<file path="src/rtl/crc_sel_pkg.sv">
package crc_sel_pkg;

  localparam int BYTE_W    = 8;
  localparam int CRC_MAX_W = 32;
  localparam int NBYTES    = CRC_MAX_W / BYTE_W;

  typedef logic [CRC_MAX_W-1:0] crc_word_t;

  typedef enum logic [1:0] {
    CRC_CCITT16  = 2'b00,
    CRC_BISYNC16 = 2'b01,
    CRC_WIDE32   = 2'b10,
    CRC_RSVD     = 2'b11
  } crc_mode_e;

  function automatic crc_word_t crc_mask(crc_mode_e m);
    case (m)
      CRC_WIDE32: return 32'hFFFF_FFFF;
      CRC_RSVD:   return 32'h0000_0000;
      default:    return 32'h0000_FFFF;
    endcase
  endfunction

  function automatic crc_word_t crc_poly(crc_mode_e m);
    case (m)
      CRC_CCITT16:  return 32'h0000_1021;
      CRC_BISYNC16: return 32'h0000_8005;
      CRC_WIDE32:   return 32'h04C1_1DB7;
      default:      return 32'h0000_0000;
    endcase
  endfunction

  function automatic crc_word_t crc_preset(crc_mode_e m);
    case (m)
      CRC_CCITT16: return 32'h0000_FFFF;
      CRC_WIDE32:  return 32'hFFFF_FFFF;
      default:     return 32'h0000_0000;
    endcase
  endfunction

  function automatic crc_word_t crc_xorout(crc_mode_e m);
    case (m)
      CRC_CCITT16: return 32'h0000_FFFF;
      CRC_WIDE32:  return 32'hFFFF_FFFF;
      default:     return 32'h0000_0000;
    endcase
  endfunction

  function automatic crc_word_t crc_residue(crc_mode_e m);
    case (m)
      CRC_CCITT16: return 32'h0000_1D0F;
      CRC_WIDE32:  return 32'hC704_DD7B;
      default:     return 32'h0000_0000;
    endcase
  endfunction

  // One serial step: the bit leaving the register top meets the incoming bit.
  function automatic crc_word_t crc_step_bit(crc_word_t r, logic din, crc_mode_e m);
    logic      top;
    crc_word_t nxt;
    top = (m == CRC_WIDE32) ? r[CRC_MAX_W-1] : r[15];
    nxt = (r << 1) & crc_mask(m);
    if (top ^ din) nxt = nxt ^ crc_poly(m);
    return nxt;
  endfunction

  // Reverse the bit order inside every byte of the word.
  function automatic crc_word_t byte_flip(crc_word_t v);
    crc_word_t o;
    for (int k = 0; k < NBYTES; k++)
      for (int b = 0; b < BYTE_W; b++)
        o[k*BYTE_W + b] = v[k*BYTE_W + BYTE_W-1-b];
    return o;
  endfunction

endpackage

</file>
<file path="src/rtl/crc_frame_ctrl.sv">
module crc_frame_ctrl
  import crc_sel_pkg::*;
(
  input  logic       clk_i,
  input  logic       rst_ni,
  input  logic       valid_i,
  input  logic       sof_i,
  input  logic       eof_i,
  input  logic [1:0] mode_i,
  input  logic       rev_i,
  output crc_mode_e  eff_mode_o,
  output logic       eff_rev_o,
  output logic       load_preset_o,
  output logic       advance_o,
  output crc_mode_e  mode_q_o,
  output logic       rev_q_o,
  output logic       in_frame_o,
  output logic       frame_done_o
);

  logic      start_w;
  logic      end_w;
  crc_mode_e mode_q;
  logic      rev_q;
  logic      in_frame_q;
  logic      done_q;

  assign start_w = valid_i & sof_i;
  assign end_w   = valid_i & eof_i;

  // A start byte uses the fresh settings; every other byte uses the captured ones.
  assign eff_mode_o    = start_w ? crc_mode_e'(mode_i) : mode_q;
  assign eff_rev_o     = start_w ? rev_i : rev_q;
  assign load_preset_o = start_w;
  assign advance_o     = valid_i & (eff_mode_o != CRC_RSVD);

  always_ff @(posedge clk_i or negedge rst_ni) begin
    if (!rst_ni) begin
      mode_q     <= CRC_CCITT16;
      rev_q      <= 1'b0;
      in_frame_q <= 1'b0;
      done_q     <= 1'b0;
    end else begin
      done_q <= end_w;
      if (start_w) begin
        mode_q     <= crc_mode_e'(mode_i);
        rev_q      <= rev_i;
        in_frame_q <= ~eof_i;
      end else if (end_w) begin
        in_frame_q <= 1'b0;
      end
    end
  end

  assign mode_q_o     = mode_q;
  assign rev_q_o      = rev_q;
  assign in_frame_o   = in_frame_q;
  assign frame_done_o = done_q;

  assert_mode_frozen_R9: assert property (@(posedge clk_i) disable iff (!rst_ni)
    (in_frame_q && !start_w) |=> ($stable(mode_q) && $stable(rev_q)));

  assert_done_after_end_R10: assert property (@(posedge clk_i) disable iff (!rst_ni)
    end_w |=> frame_done_o);

  assert_done_single_R10: assert property (@(posedge clk_i) disable iff (!rst_ni)
    !end_w |=> !frame_done_o);

endmodule

</file>
<file path="src/rtl/crc_byte_stepper.sv">
module crc_byte_stepper
  import crc_sel_pkg::*;
(
  input  crc_word_t         start_i,
  input  logic [BYTE_W-1:0] data_i,
  input  logic              rev_i,
  input  crc_mode_e         mode_i,
  output crc_word_t         next_o
);

  crc_word_t chain [0:BYTE_W];

  assign chain[0] = start_i;

  for (genvar g = 0; g < BYTE_W; g++) begin : g_bit
    logic din;
    assign din          = rev_i ? data_i[BYTE_W-1-g] : data_i[g];
    assign chain[g + 1] = crc_step_bit(chain[g], din, mode_i);
  end

  assign next_o = chain[BYTE_W];

endmodule

</file>
<file path="src/rtl/crc_check_fmt.sv">
module crc_check_fmt
  import crc_sel_pkg::*;
(
  input  crc_word_t crc_i,
  input  crc_mode_e mode_i,
  input  logic      rev_i,
  output crc_word_t tx_check_o,
  output logic      rx_match_o
);

  crc_word_t finished;

  assign finished   = (crc_i ^ crc_xorout(mode_i)) & crc_mask(mode_i);
  assign tx_check_o = rev_i ? finished : byte_flip(finished);
  assign rx_match_o = (mode_i != CRC_RSVD) && (crc_i == crc_residue(mode_i));

endmodule

</file>
<file path="src/rtl/crc_sel_engine.sv">
module crc_sel_engine
  import crc_sel_pkg::*;
(
  input  logic                 clk_i,
  input  logic                 rst_ni,
  input  logic [1:0]           mode_i,
  input  logic                 rev_i,
  input  logic                 valid_i,
  input  logic                 sof_i,
  input  logic                 eof_i,
  input  logic [BYTE_W-1:0]    data_i,
  output logic [CRC_MAX_W-1:0] crc_o,
  output logic [CRC_MAX_W-1:0] tx_check_o,
  output logic                 rx_match_o,
  output logic                 frame_done_o,
  output logic                 cfg_err_o
);

  crc_mode_e eff_mode;
  logic      eff_rev;
  logic      load_preset;
  logic      advance;
  crc_mode_e mode_q;
  logic      rev_q;
  logic      in_frame;
  crc_word_t crc_q;
  crc_word_t step_start;
  crc_word_t step_next;
  crc_word_t tx_check_w;
  logic      rx_match_w;

  crc_frame_ctrl u_ctrl (
    .clk_i         (clk_i),
    .rst_ni        (rst_ni),
    .valid_i       (valid_i),
    .sof_i         (sof_i),
    .eof_i         (eof_i),
    .mode_i        (mode_i),
    .rev_i         (rev_i),
    .eff_mode_o    (eff_mode),
    .eff_rev_o     (eff_rev),
    .load_preset_o (load_preset),
    .advance_o     (advance),
    .mode_q_o      (mode_q),
    .rev_q_o       (rev_q),
    .in_frame_o    (in_frame),
    .frame_done_o  (frame_done_o)
  );

  assign step_start = load_preset ? crc_preset(eff_mode) : crc_q;

  crc_byte_stepper u_step (
    .start_i (step_start),
    .data_i  (data_i),
    .rev_i   (eff_rev),
    .mode_i  (eff_mode),
    .next_o  (step_next)
  );

  always_ff @(posedge clk_i or negedge rst_ni) begin
    if (!rst_ni)      crc_q <= '0;
    else if (advance) crc_q <= step_next;
  end

  crc_check_fmt u_fmt (
    .crc_i      (crc_q),
    .mode_i     (mode_q),
    .rev_i      (rev_q),
    .tx_check_o (tx_check_w),
    .rx_match_o (rx_match_w)
  );

  assign crc_o      = crc_q;
  assign tx_check_o = tx_check_w;
  assign rx_match_o = rx_match_w;
  assign cfg_err_o  = (mode_q == CRC_RSVD);

  assert_idle_hold_R11: assert property (@(posedge clk_i) disable iff (!rst_ni)
    !valid_i |=> $stable(crc_q));

  assert_reserved_hold_R4: assert property (@(posedge clk_i) disable iff (!rst_ni)
    (valid_i && eff_mode == CRC_RSVD) |=> $stable(crc_q));

  assert_no_match_on_error_R4: assert property (@(posedge clk_i) disable iff (!rst_ni)
    !(rx_match_o && cfg_err_o));

  assert_narrow_upper_zero_R6: assert property (@(posedge clk_i) disable iff (!rst_ni)
    (mode_q != CRC_WIDE32) |-> (tx_check_o[31:16] == 16'h0));

  assert_narrow_reg_zero_R1: assert property (@(posedge clk_i) disable iff (!rst_ni)
    (in_frame && mode_q != CRC_WIDE32 && mode_q != CRC_RSVD) |-> (crc_q[31:16] == 16'h0));

endmodule

</file>
<file path="config.mk">
export PLATFORM = sky130hd
export DESIGN_NAME = crc_sel_engine
export DESIGN_NICKNAME = d
export VERILOG_FILES = /design/src/rtl/crc_sel_pkg.sv /design/src/rtl/crc_frame_ctrl.sv /design/src/rtl/crc_byte_stepper.sv /design/src/rtl/crc_check_fmt.sv /design/src/rtl/crc_sel_engine.sv
export SDC_FILE = /design/constraint.sdc
export NUM_CORES = 1
export LEC_CHECK = 0
export BUFFER_PORTS_ARGS = -buffer_cell sky130_fd_sc_hd__buf_2
export CAP_MARGIN = 5
export CELL_PAD_IN_SITES_DETAIL_PLACEMENT = 1
export CELL_PAD_IN_SITES_GLOBAL_PLACEMENT = 2
export CORE_MARGIN = 1.5
export CORE_UTILIZATION = 34
export DETAILED_ROUTE_END_ITERATION = 10
export GPL_TIMING_DRIVEN = 0
export PLACE_DENSITY = 0.85
export SLEW_MARGIN = 20
export SYNTH_ARGS = -nofsm -noshare
export SYNTH_HDL_FRONTEND = slang
export SYNTH_SLANG_ARGS = --single-unit
</file>
<file path="constraint.sdc">
create_clock -name clk_i -period 8.09 [get_ports clk_i]
set_input_delay 1.2135 -clock clk_i [delete_from_list [all_inputs] [get_ports clk_i]]
set_output_delay 1.2135 -clock clk_i [all_outputs]
set_load 0.05 [all_outputs]
</file>
==> results of run 1 <==
[worst paths after layout]
check,to,from
min reg2reg,crc_o[19],crc_o[19]
max,crc_o[1],sof_i
max in group asynchronous,crc_o[3],rst_ni
min in group asynchronous,crc_o[28],rst_ni
max reg2reg,crc_o[1],u_ctrl.mode_q_o[0]
min,crc_o[19],crc_o[19]
[where the power goes]
group	internal (mW)	switching, mW	leakage, nW
logic	0.708	1.37	2.10
registers	0.242	0.175	0.449
clock network	0.145	0.0823	0.0798
total	1.09	1.62	2.63
[area by class of cell]
type,instances,area (um2)
clock buffer,5,125.1
timing repair buffer,81,405.4
tap,216,270.3
clock inverter,3,42.54
sequential,36,900.9
fill,2043,9517
multi-input combinational,622,4325
inverter,13,48.80
buffer,58,365.4
[stage by stage]
step,TNS (ps),std cells,setup slack [ps],hold slack [ps]
final,0,1034,296.7,635.2
after global routing,0,1034,11.57,698.3
after CTS,0,1034,176.0,628.3
after detailed placement,-5219,1026,-416.5,614.0
after global placement,-2104,1026,-205.3,602.9
after floorplan,0,729,1201,656.7
[cells in the final DEF, fill, tap and decap left out, types with 8 or more instances in the layout]
| cell | netlist | routed |
|---|---|---|
| nor2_1 | 70 | 70 |
| xor2_1 | 18 | 18 |
| xnor2_1 | 53 | 53 |
| or3_1 | 21 | 21 |
| o21ai_0 | 53 | 53 |
| clkbuf_1 | 30 | 29 |
| o211ai_1 | 8 | 8 |
| nor3_1 | 26 | 26 |
| buf_2 | 9 | 90 |
| nand3_1 | 26 | 25 |
| or4_1 | 8 | 8 |
| dfrtp_1 | 36 | 36 |
| inv_1 | 11 | 11 |
| o21ai_1 | 12 | 12 |
| mux2i_1 | 40 | 40 |
| nand2_1 | 39 | 39 |
| nor2b_1 | 13 | 13 |
| nor4_1 | 19 | 18 |
| a21oi_1 | 18 | 17 |
| a31oi_1 | 17 | 17 |
| a211oi_1 | 21 | 21 |
| and2_1 | 9 | 9 |
| nand4_1 | 15 | 15 |
[tightest hold or removal path, stage by stage (launching register included)]
cell and delay [ps]:
dfrtp_1 460, nand2_1 70, o21ai_0 70
[registers in the layout (all words and copies together), names as in the netlist]
signal	flops
u_ctrl.mode_q_o	2
u_ctrl.rev_q_o	1
crc_o	32
u_ctrl.frame_done_o	1
[repair_timing]
item / in CTS / in global routing
endpoints found under the setup margin: 14 / 16
hold buffers: 0 / 0
cloned: 0 / 0
gates resized for setup: 1 / 6
[cells by family after synthesis]
logic type / Yosys count / share of synthesized area (%)
DFF: 36 / 16.07
muxes: 48 / 8.951
xor gates and xnor gates: 73 / 11.90
adders and majority gates: 5 / 1.116
and+or+nand+nor: 292 / 28.53
AOI/OAI and AO/OA: 204 / 26.07
buffers and inverters: 71 / 7.366
[metal layers]
metal | vias up | wire (um)
met4 | 0 | 803
met1 | 3234 | 11200
li1 | 2906 | -
met5 | - | 0
met2 | 187 | 10940
met3 | 43 | 1009
==> impl_results.md, run 1 <==
* Post-Syn Area at 0.005605 mm2
* Slowest-stage cell, CP: a2111oi_0
* Max Cap Viol at 0
* Leak pwr at 2.631 nW
* Number of synthesized register bits at 36
* Final slew viol count at 0
* RSZ-0062 raised after global routing: no
* WL per Instance at 23.16 um
* # port buffers at 81
* Setup Buffers After CTS at 0
* Ports at 83
* Core area at 0.01600 mm2
* Hpwl dp at 18960 um
* Finish-stage setup viols at 0
* Die area at 0.01727 mm2
* Fin. Hold Viols at 0
* Initial antenna violation count at 0
* Post-route clock period utilization at 96.33%
* WP depth at 25
* Die width at 131.4 um
* Critical path class: input port to flop
* Most frequent CP cell: buf_2
* Final WL at 23950 um
* Clock root buffer: clkbuf_16
* Clock sink count at 36
* Max VDD drop at 0.0001549 V
* CP required at 8290 ps
* Max FO, Critical Path at 13
* Met1 Use GR at 37.54%
* Post-synth top cells: 70 x nor2_1, 53 x o21ai_0, 53 x xnor2_1
* Final worst path period need at 7793 ps
* Cell with the most instances after synthesis: nor2_1
* Vias after detailed routing at 6370
* CP arrival at 8000 ps
* Layout area overhead at 15.67%
* Iter 0 DRT Violations at 386
* Post-synth cell types at 96
* Slowest stage delay, CP at 690 ps
* Initial DRT Pass Iterations at 4
* Synth area leader: dfrtp_1
* Initial cell density of the core at 35.03%
* N_diodes at 0
* Worst-Margin Slew at 982.5 ps
* Met3 Track Usage GR at 2.431%
* Worst-Skew Late Latency at 290 ps
* Async S/R FF share, synth at 100.0%
* Total grt overflow at 0
* WP buf/inv at 5
* Final Power at 2.717 mW
* Highest clock rate at 128.3 MHz
* CP endpoint kind: flop
* Startpoint Class: input port
* Syn_nets at 750
* CTS tree: done
* CTS clk-pin slew, worst paths at 60 ps
* Fin nets at 838
* Row count at 46
* Largest net degree at the start of global routing at 37
* Top Family by Delay on Critical Path: compound AO/OA/AOI/OAI gates
* Vias in the first global route at 6447
* Htree depth at 2
* Die Ht at 131.4 um
* Antenna viol nets, final at 0
* Top_reg_cell synth: dfrtp_1
* Layout cell share with drive strength beyond 1 at 19.93%
* Worst r2r path cells at 22
* Cells after Synth at 729
* Gr usage total at 27.18%
* Status: finished, final reports clean
* Power per cell area at 419.0 mW/mm2
* Post-route DRC at 0
* Hold Path Depth at 2
* Worst hold path type: flop to flop
* Design Area, Final at 0.006484 mm2
* Most Used Layer, Global Route: met2
* Slew HR at 33.81%
* GP Congestion at 0.9234
* Clk buf depth at 2
* Top post-synthesis cells by area: dfrtp_1 16%, xnor2_1 8.3%, mux2i_1 7.1%
* Top cell type's share of synthesized area at 16.07%
* Num CTS Buffers at 5
* Reg2Reg Setup Slack at 1240 ps
* Syn avg cell area at 7.689 um2
* Yosys warns at 0
* Final Util at 40.52%
* Sequential-to-total area share from yosys stat at 16.07%
* Number of flops mapped to enable cells by yosys at 0
* Cell Area, Placed at 0.006287 mm2
* Clock Skew at 8.804 ps
* First-pass GRT wire length at 37430 um
* M2 GR Usage at 44.36%
* Via density at 6.161
Power figures use the tool's default switching activity.
==> run 2: changes to the inputs <==
CELL_PAD_IN_SITES_GLOBAL_PLACEMENT = 1   (was 2)
CORE_UTILIZATION = 44   (was 34)
PLACE_DENSITY = 0.86   (was 0.85)
==> impl_results.md, run 2 (synthesized netlist as in run 1, its figures left out) <==
* Max Cap Viol at 0 (unchanged)
* Finish-stage setup viols at 0 (unchanged)
* Min-delay src: crc_o[20]
* Hold Path Depth at 2 (unchanged)
* Final worst path period need at 7666 ps (-127.6 ps)
* CP cell instances: buf_2 > nand2_2 > nor2_1 > a21oi_4 > inv_1 > clkbuf_2 > ha_1 > a31oi_2 > o21ai_0 > nor4_1 > o21ai_0 > o2111ai_2 > nor3_1 > a2111oi_2 > nand3_1 > or3_4 > a2111oi_4 > nor4_1 > a21o_1 > a311oi_2 > nand4_2 > buf_2 > or3_1 > a31oi_1
* Clock root buffer: clkbuf_16
* Final Util at 51.11% (+11 points)
* Gr usage total at 34.42% (+7.2 points)
* Slowest-stage cell, CP: or3_4
* GP Congestion at 0.9982 (+8.1%)
* Status: finished, final reports clean
* Worst-Skew Late Latency at 280 ps (about the same)
* Ports at 83 (unchanged)
* Fin. Hold Viols at 0 (unchanged)
* Setup WS pre-CTS at -468.4 ps (-51.94 ps)
* Vias after detailed routing at 6551 (+2.8%)
* Hpwl dp at 18130 um (-4.4%)
* N_diodes at 0 (unchanged)
* Startpoint Class: input port
* RSZ-0062 raised after global routing: no
* Crit path from: sof_i
* Total grt overflow at 0 (unchanged)
* First-pass GRT wire length at 35760 um (-4.5%)
* Setup Buffers After CTS at 0 (unchanged)
* Iter 0 DRT Violations at 766 (+98%)
* Initial cell density of the core at 44.78% (+9.7 points)
* Clock Skew at 9.451 ps (+0.6468 ps)
* Initial antenna violation count at 0 (unchanged)
* Max FO, Critical Path at 13 (unchanged)
* Initial DRT Pass Iterations at 5 (+1)
* Worst hold path type: flop to flop
* Vias in the first global route at 6392 (-0.85%)
* Max VDD drop at 0.0001645 V (+6.2%)
* Slew HR at 29.56% (-4.2 points)
* Die area at 0.01343 mm2 (-22%)
* CP endpoint kind: flop
* Clock sink count at 36 (unchanged)
* RR Startpoint: u_ctrl.mode_q_o[0]
* Die width at 115.9 um (-12%)
* Antenna viol nets, final at 0 (unchanged)
* Via density at 6.624 (+7.5%)
* Final slew viol count at 0 (unchanged)
* Fin Setup TNS at 0 ps (unchanged)
* Placed insts at 982 (-4.3%)
* Critical path class: input port to flop
* CP arrival at 7860 ps (-140 ps)
* Row count at 41 (-11%)
* Hold path endpoint: crc_o[20]
* CTS clk-pin slew, worst paths at 50 ps (about the same)
* Final WL at 23330 um (-2.6%)
* Highest clock rate at 130.5 MHz (+1.7%)
* Commonest non-fill, non-tap cell in the layout: buf_2
* Power per cell area at 419.0 mW/mm2 (about the same)
* Leak pwr at 2.620 nW (-0.43%)
* Flip-flop count of the largest register after layout at 32 (unchanged)
* Clk buf depth at 2 (unchanged)
* Worst hold slack at 642.4 ps (+7.103 ps)
* R2r endpoint: crc_o[1]
* Reg2Reg Setup Slack at 1330 ps (+90 ps)
* Layout area overhead at 14.13%
* Core area at 0.01252 mm2 (-22%)
* Worst r2r path cells at 21 (-4.5%)
* WL per Instance at 23.59 um (+1.8%)
* Most frequent cells in the layout: 90 x buf_2, 70 x nor2_1, 53 x o21ai_0, 53 x xnor2_1, 40 x mux2i_1
* Slowest stage delay, CP at 490 ps (-200 ps)
* Worst-Margin Slew at 1047 ps (+64.46 ps)
* Post-route DRC at 0 (unchanged)
* Largest net degree at the start of global routing at 37 (unchanged)
* CP required at 8280 ps (about the same)
* Htree depth at 2 (unchanged)
* PnR worst setup slack at 424.3 ps (+127.6 ps)
* Die Ht at 115.9 um (-12%)
* Layout cell share with drive strength beyond 1 at 19.46% (-0.47 points)
* Layout Cells excl Fill at 989 (-4.4%)
* # port buffers at 81 (unchanged)
* Post-route clock period utilization at 94.76% (-1.6 points)
* Fin nets at 838 (unchanged)
* Num CTS Buffers at 5 (unchanged)
* CTS tree: done
-- run 2: metal layers --
layer  GRT usage, %  part of all wire [%]  vias to the layer above
li1               -                     -                     2908
met1          46.03                    42                     3268
met2          56.43                    46                      320
met3          6.328                   8.8                       55
met4          10.57                   3.1                        0
met5              0                     0                        -
-- run 2: metrics by stage --
stage | cell area (um2) | total power, mW
after floorplan | 5605 | 1.901
after global placement | 6226 | 2.347
after detailed placement | 6226 | 2.426
after CTS | 6382 | 2.637
after global routing | 6397 | 2.825
final | 6397 | 2.681
-- run 2: critical path: cells and delay by family --
family	cells	cell delay, ps
and+or+nand+nor	9	2290
adders and majority gates	1	390
AOI/OAI and AO/OA	10	3080
buffers and inverters	4	860
-- run 2: how the worst max path moves through the flow --
stage | endpoint | slack, ps | cells after the start
6_report | crc_o[1] | 420 | 24
4_1_cts | crc_o[1] | 150 | 24
3_3_place_gp | crc_o[10] | -160 | 24
3_5_place_dp | crc_o[1] | -470 | 24
5_1_grt | crc_o[7] | 10 | 24
2_1_floorplan | crc_o[8] | 1200 | 24
-- run 2: area by class of cell --
type / instances / area, um2
Tap cell: 172 / 215.2
Clock buffer: 7 / 152.6
Sequential cell: 36 / 900.9
Buffer: 58 / 365.4
Fill cell: 1641 / 6120
Timing Repair Buffer: 81 / 405.4
Inverter: 13 / 48.80
Multi-Input combinational cell: 622 / 4309
-- run 2: repair_timing --
action | 4_1_cts | 5_1_grt
resized for setup | 1 | 4
gates cloned | 0 | 0
hold buffers | 0 | 0
setup endpoints to repair | 14 | 16
-- run 2: power by group --
group,switching (mW),internal (mW)
Sequential,0.174,0.242
Clock,0.0719,0.129
Combinational,1.36,0.706
Total,1.60,1.08
==> run 3: changes to the inputs <==
CAP_MARGIN = 20   (was 5)
CORE_UTILIZATION = 43   (was 44)
PLACE_DENSITY = 0.85   (was 0.86)
SYNTH_HIERARCHICAL = 1   (was default)
==> impl_results.md, run 3 <==
* Commonest non-fill, non-tap cell in the layout: buf_2
* Most frequent cells in the layout: 97 x buf_2, 71 x nand2_1, 70 x o21ai_0
* Startpoint Class: input port
* Critical path class: input port to flop
* Initial DRT Pass Iterations at 7 (+2)
* WP depth at 22 (-8.3%)
* N_diodes at 0 (unchanged)
* Power per cell area at 464.6 mW/mm2 (+11%)
* Num CTS Buffers at 5 (unchanged)
* Via density at 5.753 (-13%)
* Clock sink count at 36 (unchanged)
* Die area at 0.01237 mm2 (-7.8%)
* CP required at 8290 ps (about the same)
* Flip-flop count of the largest register after layout at 32 (unchanged)
* Post-route clock period utilization at 89.80% (-5.0 points)
* Vias after detailed routing at 4994 (-24%)
* CP arrival at 7460 ps (-400 ps)
* Setup Buffers After CTS at 0 (unchanged)
* Vias in the first global route at 5157 (-19%)
* Fin Setup TNS at 0 ps (unchanged)
* CP endpoint kind: flop
* Htree depth at 2 (unchanged)
* Hold buffer count at CTS at 0 (unchanged)
* PnR worst setup slack at 824.9 ps (+400.6 ps)
* Max FO, Critical Path at 10 (-3)
* Fin nets at 745 (-11%)
* Reg area at 900.9 um2 (unchanged)
* Post-route DRC at 0 (unchanged)
* Final slew viol count at 0 (unchanged)
* GP Congestion at 0.9462 (-5.2%)
* Placed insts at 860 (-12%)
* Fill cell count at 1441 (-12%)
* Multi-input gate area at 0.003771 mm2 (-12%)
* Worst r2r path cells at 20 (-4.8%)
* Antenna viol nets, final at 0 (unchanged)
* Max VDD drop at 0.0002951 V (+79%)
* WP buf/inv at 3 (-1)
* Syn avg cell area at 7.933 um2 (+3.2%)
* CP cell instances: buf_2 > nand2_2 > mux2_4 > nand2b_2 > clkbuf_2 > o21ai_0 > mux2i_1 > xnor2_1 > o21ai_1 > a311oi_2 > nor3_1 > o311ai_1 > xor3_1 > nor2_1 > a22oi_1 > nand3_1 > xnor2_2 > buf_2 > nand2_2 > xor2_1 > nand2_1 > o21ai_0
* Total grt overflow at 0 (unchanged)
* # port buffers at 82 (+1.2%)
* Slew HR at 33.97% (+4.4 points)
* Leak pwr at 2.633 nW (+0.49%)
* Worst hold path type: flop to flop
* Final WL at 17370 um (-26%)
* Initial cell density of the core at 44.12% (-0.67 points)
* Hpwl dp at 14400 um (-21%)
* Slowest stage delay, CP at 650 ps (+160 ps)
* Fin. Hold Viols at 0 (unchanged)
* CTS clk-pin slew, worst paths at 50 ps (about the same)
* Cells after Synth at 635 (-13%)
* Row count at 39 (-4.9%)
* Clock Skew at 4.103 ps (-5.348 ps)
* Largest net degree at the start of global routing at 37 (unchanged)
* Die Ht at 111.2 um (-4.0%)
* Clk buf depth at 2 (unchanged)
* RR Startpoint: u_ctrl/mode_q_o[0]
* Worst-Margin Slew at 962.9 ps (-84.10 ps)
* Die width at 111.2 um (-4.0%)
* Worst Setup EP: crc_o[16]
* Clock root buffer: clkbuf_16
* Layout cell share with drive strength beyond 1 at 19.31% (-0.15 points)
* Initial antenna violation count at 0 (unchanged)
* Final worst path period need at 7265 ps (-400.6 ps)
* Layout area overhead at 14.61%
* Top Family by Delay on Critical Path: compound AO/OA/AOI/OAI gates
* R2r endpoint: crc_o[16]
* RSZ-0062 raised after global routing: no
* Max Cap Viol at 0 (unchanged)
* Finish-stage setup viols at 0 (unchanged)
* CTS tree: done
* Reg2Reg Setup Slack at 1530 ps (+200 ps)
* Worst-Skew Late Latency at 280 ps (about the same)
* Ports at 83 (unchanged)
* Crit path from: sof_i
* Post-Syn Area at 0.005037 mm2 (-10%)
* Slowest-stage cell, CP: o311ai_1
* Iter 0 DRT Violations at 319 (-58%)
* Status: finished, final reports clean
* First-pass GRT wire length at 28490 um (-20%)
* WL per Instance at 20.01 um (-15%)
* Yosys warns at 6 (+6)
* PostCTS Resize Cnt at 0 (-1)
* Layout Cells excl Fill at 868 (-12%)
* Setup WS pre-CTS at 636.5 ps (+1105 ps)
* Hold Path Depth at 1 (-1)
* Highest clock rate at 137.6 MHz (+5.5%)
* Syn_nets at 656 (-13%)
* Core area at 0.01142 mm2 (-8.8%)
* Gr usage total at 28.73% (-5.7 points)
-- run 3: cell count changes in the layout (fill, tap and decap cells not counted), sizes merged, moves of 10 or more --
cell	change
a31oi	-16
clkbuf	-15
inv	+32
nand2	+31
nand4	-13
nor2	-38
nor3	-14
nor4	-15
or3	-15
xnor2	+10
xnor3	+10
-- run 3: final cells by class --
cell class	instances	area share, %
multi-input cells	514	65.32
flip-flops and latches	36	15.60
repair buffers	82	7.109
plain buffers	40	3.403
well taps	143	3.099
inverters	45	2.926
clock buffers	8	2.536
-- run 3: layer usage --
metal,GRT usage [%],wire (um),part of all wire [%],up-vias
met5,0,0,0,-
met4,9.451,476,2.7,0
met3,2.570,806,4.6,33
met2,50.51,8583,49,166
met1,37.07,7504,43,2419
li1,-,-,-,2376
-- run 3: how the worst min path moves through the flow --
stage,from,end,slack (ps)
floorplan,u_ctrl/rev_q_o,u_ctrl/rev_q_o,530
global placement,u_ctrl/rev_q_o,u_ctrl/rev_q_o,580
detailed placement,u_ctrl/rev_q_o,u_ctrl/rev_q_o,590
CTS,u_ctrl/rev_q_o,u_ctrl/rev_q_o,610
global route,u_ctrl/rev_q_o,u_ctrl/rev_q_o,640
finish,u_ctrl/rev_q_o,u_ctrl/rev_q_o,600
-- run 3: power by group --
group          internal [mW]  leakage, nW  switching [mW]
registers              0.244        0.465           0.110
logic                  0.787         2.10            1.35
clock network          0.123       0.0712          0.0671
total                   1.15         2.63            1.53
-- run 3: worst register-to-register path, stage by stage, from the launching register on --
cell and delay, ps:
dfrtp_1 490, mux2_4 350, nand2b_2 270, clkbuf_2 210, o21ai_0 280, mux2i_1 260, xnor2_1 540, o21ai_1 260
a311oi_2 500, nor3_1 170, o311ai_1 650, xor3_1 590, nor2_1 270, a22oi_1 140, nand3_1 300, xnor2_2 230
buf_2 320, nand2_2 170, xor2_1 300, nand2_1 110, o21ai_0 80
-- run 3: metrics by stage --
stage                     power (mW)  hold WS, ps  utilization (%)  instance area [um2]
after global routing           2.847        644.5            50.56                 5773
after CTS                      2.668        606.2            50.56                 5773
after detailed placement       2.469        589.9            49.28                 5627
after global placement         2.403        578.4            49.28                 5627
after floorplan                1.968        532.4                -                 5037
final                          2.682        599.4            50.56                 5773
